[src/rtl/gpio_port_pkg.sv]
package gpio_port_pkg;
  localparam logic [7:0] OFF_OUT   = 8'h00;
  localparam logic [7:0] OFF_IN    = 8'h04;
  localparam logic [7:0] OFF_DIR   = 8'h08;
  localparam logic [7:0] OFF_SET   = 8'h10;
  localparam logic [7:0] OFF_CLR   = 8'h14;
  localparam logic [7:0] OFF_EN    = 8'h20;
  localparam logic [7:0] OFF_STAT  = 8'h24;
  localparam logic [7:0] OFF_MASK  = 8'h2C;
  localparam logic [7:0] OFF_ACK   = 8'h30;
  localparam logic [7:0] OFF_TYPE  = 8'h34;
  localparam logic [7:0] OFF_BOTH  = 8'h38;
  localparam logic [7:0] OFF_LEVEL = 8'h3C;

  typedef enum logic [3:0] {
    SelNone, SelOut, SelIn, SelDir, SelEn, SelStat,
    SelMask, SelType, SelBoth, SelLevel
  } rdSel_e;

  typedef struct packed {
    logic wrOut;
    logic setOut;
    logic clrOut;
    logic wrDir;
    logic wrEn;
    logic wrMask;
    logic clrStat;
    logic wrType;
    logic wrBoth;
    logic wrLevel;
  } strobe_t;
endpackage

[src/rtl/gpio_port_ctrl.sv]
module gpio_port_ctrl
  import gpio_port_pkg::*;
#(
  parameter int ADDR_W = 8
) (
  input  logic [ADDR_W-1:0] busAddr,
  input  logic              busWrEn,
  output strobe_t           stb,
  output rdSel_e            rdSel
);
  always_comb begin
    stb   = '0;
    rdSel = SelNone;
    case (busAddr)
      ADDR_W'(OFF_OUT):   begin rdSel = SelOut;   stb.wrOut   = busWrEn; end
      ADDR_W'(OFF_IN):    rdSel = SelIn;
      ADDR_W'(OFF_DIR):   begin rdSel = SelDir;   stb.wrDir   = busWrEn; end
      ADDR_W'(OFF_SET):   stb.setOut = busWrEn;
      ADDR_W'(OFF_CLR):   stb.clrOut = busWrEn;
      ADDR_W'(OFF_EN):    begin rdSel = SelEn;    stb.wrEn    = busWrEn; end
      ADDR_W'(OFF_STAT):  rdSel = SelStat;
      ADDR_W'(OFF_MASK):  begin rdSel = SelMask;  stb.wrMask  = busWrEn; end
      ADDR_W'(OFF_ACK):   stb.clrStat = busWrEn;
      ADDR_W'(OFF_TYPE):  begin rdSel = SelType;  stb.wrType  = busWrEn; end
      ADDR_W'(OFF_BOTH):  begin rdSel = SelBoth;  stb.wrBoth  = busWrEn; end
      ADDR_W'(OFF_LEVEL): begin rdSel = SelLevel; stb.wrLevel = busWrEn; end
      default: ;
    endcase
  end
endmodule

[src/rtl/gpio_port_datapath.sv]
module gpio_port_datapath
  import gpio_port_pkg::*;
#(
  parameter int WIDTH = 32
) (
  input  logic             clk,
  input  logic             rstN,
  input  strobe_t          stb,
  input  rdSel_e           rdSel,
  input  logic [WIDTH-1:0] wrData,
  input  logic [WIDTH-1:0] padIn,
  output logic [WIDTH-1:0] rdData,
  output logic [WIDTH-1:0] padOut,
  output logic [WIDTH-1:0] padOutEn,
  output logic             irqOut
);
  logic [WIDTH-1:0] dataOut, dirReg, intEn, intMask, intType, intBoth, intLevel;
  logic [WIDTH-1:0] intStatus, syncA, syncB, prevIn, hit;

  // Configuration and output registers
  always_ff @(posedge clk or negedge rstN) begin
    if (!rstN) begin
      dataOut  <= '0;
      dirReg   <= '0;
      intEn    <= '0;
      intMask  <= '0;
      intType  <= '0;
      intBoth  <= '0;
      intLevel <= '0;
    end else begin
      if (stb.wrOut)   dataOut  <= wrData;
      if (stb.setOut)  dataOut  <= dataOut | wrData;
      if (stb.clrOut)  dataOut  <= dataOut & ~wrData;
      if (stb.wrDir)   dirReg   <= wrData;
      if (stb.wrEn)    intEn    <= wrData;
      if (stb.wrMask)  intMask  <= wrData;
      if (stb.wrType)  intType  <= wrData;
      if (stb.wrBoth)  intBoth  <= wrData;
      if (stb.wrLevel) intLevel <= wrData;
    end
  end

  // Two-flop synchroniser plus one-cycle history for edge detection
  always_ff @(posedge clk or negedge rstN) begin
    if (!rstN) begin
      syncA  <= '0;
      syncB  <= '0;
      prevIn <= '0;
    end else begin
      syncA  <= padIn;
      syncB  <= syncA;
      prevIn <= syncB;
    end
  end

  // Per-pin detector
  for (genvar p = 0; p < WIDTH; p++) begin : g_det
    logic rise, fall, edgeHit, levelHit;
    always_comb begin
      rise     = syncB[p] & ~prevIn[p];
      fall     = ~syncB[p] & prevIn[p];
      edgeHit  = intBoth[p] ? (rise | fall) : (intLevel[p] ? fall : rise);
      levelHit = intLevel[p] ? ~syncB[p] : syncB[p];
      hit[p]   = intEn[p] & (intType[p] ? levelHit : edgeHit);
    end
  end

  // Sticky status: a new detection wins over a clear on the same edge
  always_ff @(posedge clk or negedge rstN) begin
    if (!rstN) begin
      intStatus <= '0;
      irqOut    <= 1'b0;
    end else begin
      intStatus <= (intStatus & ~(stb.clrStat ? wrData : '0)) | hit;
      irqOut    <= |(intStatus & ~intMask);
    end
  end

  always_comb begin
    case (rdSel)
      SelOut:   rdData = dataOut;
      SelIn:    rdData = syncB;
      SelDir:   rdData = dirReg;
      SelEn:    rdData = intEn;
      SelStat:  rdData = intStatus;
      SelMask:  rdData = intMask;
      SelType:  rdData = intType;
      SelBoth:  rdData = intBoth;
      SelLevel: rdData = intLevel;
      default:  rdData = '0;
    endcase
  end

  assign padOut   = dataOut;
  assign padOutEn = dirReg;

  assert_set_alias_R2: assert property (@(posedge clk) disable iff (!rstN)
    stb.setOut |=> ((dataOut & $past(wrData)) == $past(wrData)));
  assert_clr_alias_R2: assert property (@(posedge clk) disable iff (!rstN)
    stb.clrOut |=> ((dataOut & $past(wrData)) == '0));
  assert_hit_sticks_R9: assert property (@(posedge clk) disable iff (!rstN)
    (|hit) |=> ((intStatus & $past(hit)) == $past(hit)));
  assert_clear_works_R9: assert property (@(posedge clk) disable iff (!rstN)
    stb.clrStat |=> ((intStatus & $past(wrData) & ~$past(hit)) == '0));
  assert_disabled_quiet_R10: assert property (@(posedge clk) disable iff (!rstN)
    (intEn == '0) |=> ((intStatus & ~$past(intStatus)) == '0));
  assert_masked_quiet_R11: assert property (@(posedge clk) disable iff (!rstN)
    ((intStatus & ~intMask) == '0) |=> !irqOut);
endmodule

[src/rtl/gpio_irq_port.sv]
module gpio_irq_port
  import gpio_port_pkg::*;
#(
  parameter int WIDTH  = 32,
  parameter int ADDR_W = 8
) (
  input  logic              clk,
  input  logic              rstN,
  input  logic [ADDR_W-1:0] busAddr,
  input  logic              busWrEn,
  input  logic [WIDTH-1:0]  busWrData,
  output logic [WIDTH-1:0]  busRdData,
  input  logic [WIDTH-1:0]  padIn,
  output logic [WIDTH-1:0]  padOut,
  output logic [WIDTH-1:0]  padOutEn,
  output logic              irqOut
);
  strobe_t stb;
  rdSel_e  rdSel;

  gpio_port_ctrl #(.ADDR_W(ADDR_W)) u_ctrl (
    .busAddr(busAddr), .busWrEn(busWrEn), .stb(stb), .rdSel(rdSel)
  );

  gpio_port_datapath #(.WIDTH(WIDTH)) u_dp (
    .clk(clk), .rstN(rstN), .stb(stb), .rdSel(rdSel), .wrData(busWrData),
    .padIn(padIn), .rdData(busRdData), .padOut(padOut),
    .padOutEn(padOutEn), .irqOut(irqOut)
  );
endmodule

[config.mk]
export PLATFORM = sky130hd
export DESIGN_NAME = gpio_irq_port
export DESIGN_NICKNAME = d
export VERILOG_FILES = /design/src/rtl/gpio_port_pkg.sv /design/src/rtl/gpio_port_ctrl.sv /design/src/rtl/gpio_port_datapath.sv /design/src/rtl/gpio_irq_port.sv
export SDC_FILE = /design/constraint.sdc
export NUM_CORES = 1
export LEC_CHECK = 0
export ABC_CLOCK_PERIOD_IN_PS = 5200
export BUFFER_PORTS_ARGS = -buffer_cell sky130_fd_sc_hd__buf_4
export CELL_PAD_IN_SITES_DETAIL_PLACEMENT = 0
export CELL_PAD_IN_SITES_GLOBAL_PLACEMENT = 1
export CORE_ASPECT_RATIO = 2
export CORE_MARGIN = 3
export CORE_UTILIZATION = 51
export DETAILED_ROUTE_END_ITERATION = 7
export GPL_TIMING_DRIVEN = 0
export MAX_ROUTING_LAYER = met4
export PLACE_DENSITY = 0.95
export SLEW_MARGIN = 0
export SYNTH_ARGS = -nofsm -noshare
export SYNTH_HDL_FRONTEND = slang
export SYNTH_HIERARCHICAL = 1
export SYNTH_SLANG_ARGS = --single-unit
[constraint.sdc]
create_clock -name clk -period 5.2 [get_ports clk]
set_clock_uncertainty 0.05 [all_clocks]
set_input_delay 0.52 -clock clk [delete_from_list [all_inputs] [get_ports clk]]
set_output_delay 0.52 -clock clk [all_outputs]
set_load 0.02 [all_outputs]
==> results.md <==
* Power Density at 303 nW/um2
* Initial Util at 52.1%
* Synth top area share at 53.4%
* Setup tns final at 0 ns
* # clock sinks at 353
* Met3 wire length at 2.89 mm
* Delay-heaviest family, CP: simple AND/OR/NAND/NOR gates
* Yosys warns at 6
* Die Wd at 133 um
* # IOs at 172
* Area Overhead vs Synth at 18.0%
* # diodes at 0
* Nets at 1735
* Worst flop-to-flop path endpoint: u_dp/irqOut$_DFF_PN0_
* Critical setup path kind: in2out
* Post-cts resize count at 0
* DP HPWL at 33.8 mm
* IO buf count at 135
* Detail Route Antenna Nets at 0
* Number of cells on the worst reg-to-reg path at 4
* Synth Cell Area at 16500 um2
* Max-Slew Margin vs Limit at 29.0%
* Total CTS buffers at 31
* Share of layout cells above drive strength 1 at 25.4%
* Critical path arrival at 3.86 ns
* Final Routed Wirelength at 47.8 mm
* Crit-path most repeated cell: buf_4
* Initial DRC count at 1114
* Worst path bufs/invs at 4
* Remaining global-route overflow at 0
* Util after Layout at 61.4%
* Register area share after synthesis at 53.4%
* Syn Nets at 1532
* Max Cap Viol at 0
* Initial DRT Pass Iterations at 6
* Final Max Tran Viols at 0
* CP startpoint: busAddr[5]
* Placeable Area at 31800 um2
* Crit path max fanout at 10
* Final period util at 85.2%
* Highest-count cells in the layout ignoring fill and taps: 353 x dfrtp_1, 192 x mux2_2, 136 x buf_4
* Total number of vias at 12200
* Worst-path clk slew at 0.07 ns
* Placed cells at 1953
* Die Ht at 261 um
* Final hold viol count at 0
* Leak pwr at 9.33 nW
* Area of the multi-input gates at 6880 um2
* Endpoints failing setup at 0
* WL/cell at 23.5 um
* Metal1 wirelength at 16.5 mm
* # rows at 92
* Initial antenna violation count at 0
* Vias in the first global route at 12800
* Worst Setup Start Kind: primary input
* DR top layer: met4
* Fill count at 2599
* Drt drc at 0
* Via/cell ratio at 5.97
* Yosys top cell by area: dfrtp_1
* Worst hold-check path type: reg2reg
* Instance count on the critical path at 10
* Syn Area/Cell at 11.9 um2
* Main synth FF type: dfrtp_1
* CTS HTree Levels at 1
* Total track usage at 28.3%
* Critical Path RT at 4.63 ns
* GP Congestion at 0.918
* Reg area at 8830 um2
* Worst-Margin Slew at 1.07 ns
* Die area at 34800 um2
* R2R setup slack at 3.72 ns
* CP max-delay cell: a31oi_1
* Clock tree buffer depth at 3
* Critical-path cell list: buf_6 > xor2_1 > or3_1 > a31oi_1 > nor4b_4 > buf_4 > buf_2 > a22oi_1 > nand3_1 > buf_4
* Synth area leaders: dfrtp_1 53%, mux2_2 13%, ha_1 4.8%
* Min cycle time layout at 4.43 ns
* Yosys reg bits at 353
* Total Power at 5.92 mW
* Status: finished clean
* Synth unique cells at 41
* Worst skew pair latency at 0.59 ns
* Syn Inst Count at 1393
* Clock Tree Root: clkbuf_16
* Pin count of the biggest net entering global routing at 124
* EDFF count, synth at 0
* Commonest non-fill, non-tap cell in the layout: dfrtp_1
* Wire length of the first global-routing pass at 73.3 mm
* Critical Path Sink: busRdData[1]
* Peak VDD IR at 268 uV
* Worst Setup End Kind: output port
* Max Clk Rate at 0.226 GHz
* Final std cells w/o fill at 2040
* Share of async-settable or async-resettable flops after synthesis at 100%
* TritonCTS clock tree: done
* Critical R2R Launch: u_dp/intStatus[21]$_DFF_PN0_
* Max incr delay on CP at 0.85 ns
* Wire length on met2 at 25.2 mm
* RSZ-0062 raised after global routing: false
-- per-stage QoR --
step                      setup WS [ns]  hold WS, ns  area [um2]
final                             0.769        0.288       19500
after CTS                         0.490        0.258       19500
after global placement            0.296        0.282       18100
after floorplan                    1.74        0.174       16500
after global routing              0.689        0.292       19500
after detailed placement          0.549        0.285       18200
-- flip-flops by register name, indices dropped and copies added, names as in the netlist, 32 cells and up --
register	count
u_dp/intBoth	32
u_dp/intEn	32
u_dp/intLevel	32
u_dp/intMask	32
u_dp/intStatus	32
u_dp/intType	32
u_dp/padOutEn	32
u_dp/padOut	32
u_dp/prevIn	32
u_dp/syncA	32
u_dp/syncB	32
-- synthesized netlist by cell type, drive strengths merged (3+ instances only) --
library cell  number
nor2              46
nor4               4
inv               97
mux2             192
a221oi            32
a222oi            32
clkbuf            62
nor4bb             3
xnor2             32
a22oi             32
dfrtp            353
mux2i             64
nand2            131
ha                64
o22ai             16
a22o              32
buf               45
nor3               3
nand3             36
a21oi             32
o211ai            32
nor4b              4
a211oi            32
-- per-layer routing --
metal	global-route usage, %	vias to the layer above
li1	-	5386
met1	30.9	6086
met2	49.7	536
met3	3.30	168
met4	16.0	0
met5	-	-
-- cell type report --
| cell class | instances | area share [%] |
|---|---|---|
| Tap cell | 423 | 2.71 |
| Clock inverter | 10 | 0.808 |
| Timing Repair Buffer | 170 | 7.20 |
| Sequential cell | 353 | 45.3 |
| Inverter | 97 | 1.87 |
| Multi-Input combinational cell | 836 | 35.2 |
| Buffer | 107 | 2.45 |
| Clock buffer | 44 | 4.48 |
-- repair_timing --
action	in CTS	in global routing
endpoints found under the hold margin	51	0
hold buffers	33	0
setup buffers	0	0
-- where the power goes --
part | switching, mW | internal, mW | total [mW]
Sequential | 0.150 | 2.89 | 3.04
Clock | 1.02 | 1.36 | 2.38
Combinational | 0.265 | 0.232 | 0.497
Total | 1.43 | 4.48 | 5.92
-- how the worst min path moves through the flow --
stage	start	slack [ns]	endpoint	cells past startpoint
floorplan	rstN	0.17	u_dp/intBoth[0]$_DFFE_PN0P_	0
global placement	u_dp/syncA[15]$_DFF_PN0_	0.28	u_dp/syncB[15]$_DFF_PN0_	0
detailed placement	u_dp/syncA[10]$_DFF_PN0_	0.28	u_dp/syncB[10]$_DFF_PN0_	0
CTS	busWrData[24]	0.26	u_dp/padOut[24]$_DFFE_PN0P_	3
global route	u_dp/syncA[12]$_DFF_PN0_	0.29	u_dp/syncB[12]$_DFF_PN0_	0
finish	u_dp/syncA[12]$_DFF_PN0_	0.29	u_dp/syncB[12]$_DFF_PN0_	0
-- kinds of logic after synthesis --
logic type	synth area share (%)
and+or+nand+nor	6.62
muxes	16.9
xor gates and xnor gates	1.75
AOI/OAI and AO/OA	11.3
adders and majority gates	4.90
buffers and inverters	5.09
DFF	53.4
No activity file was read; power rests on OpenSTA's default activity.
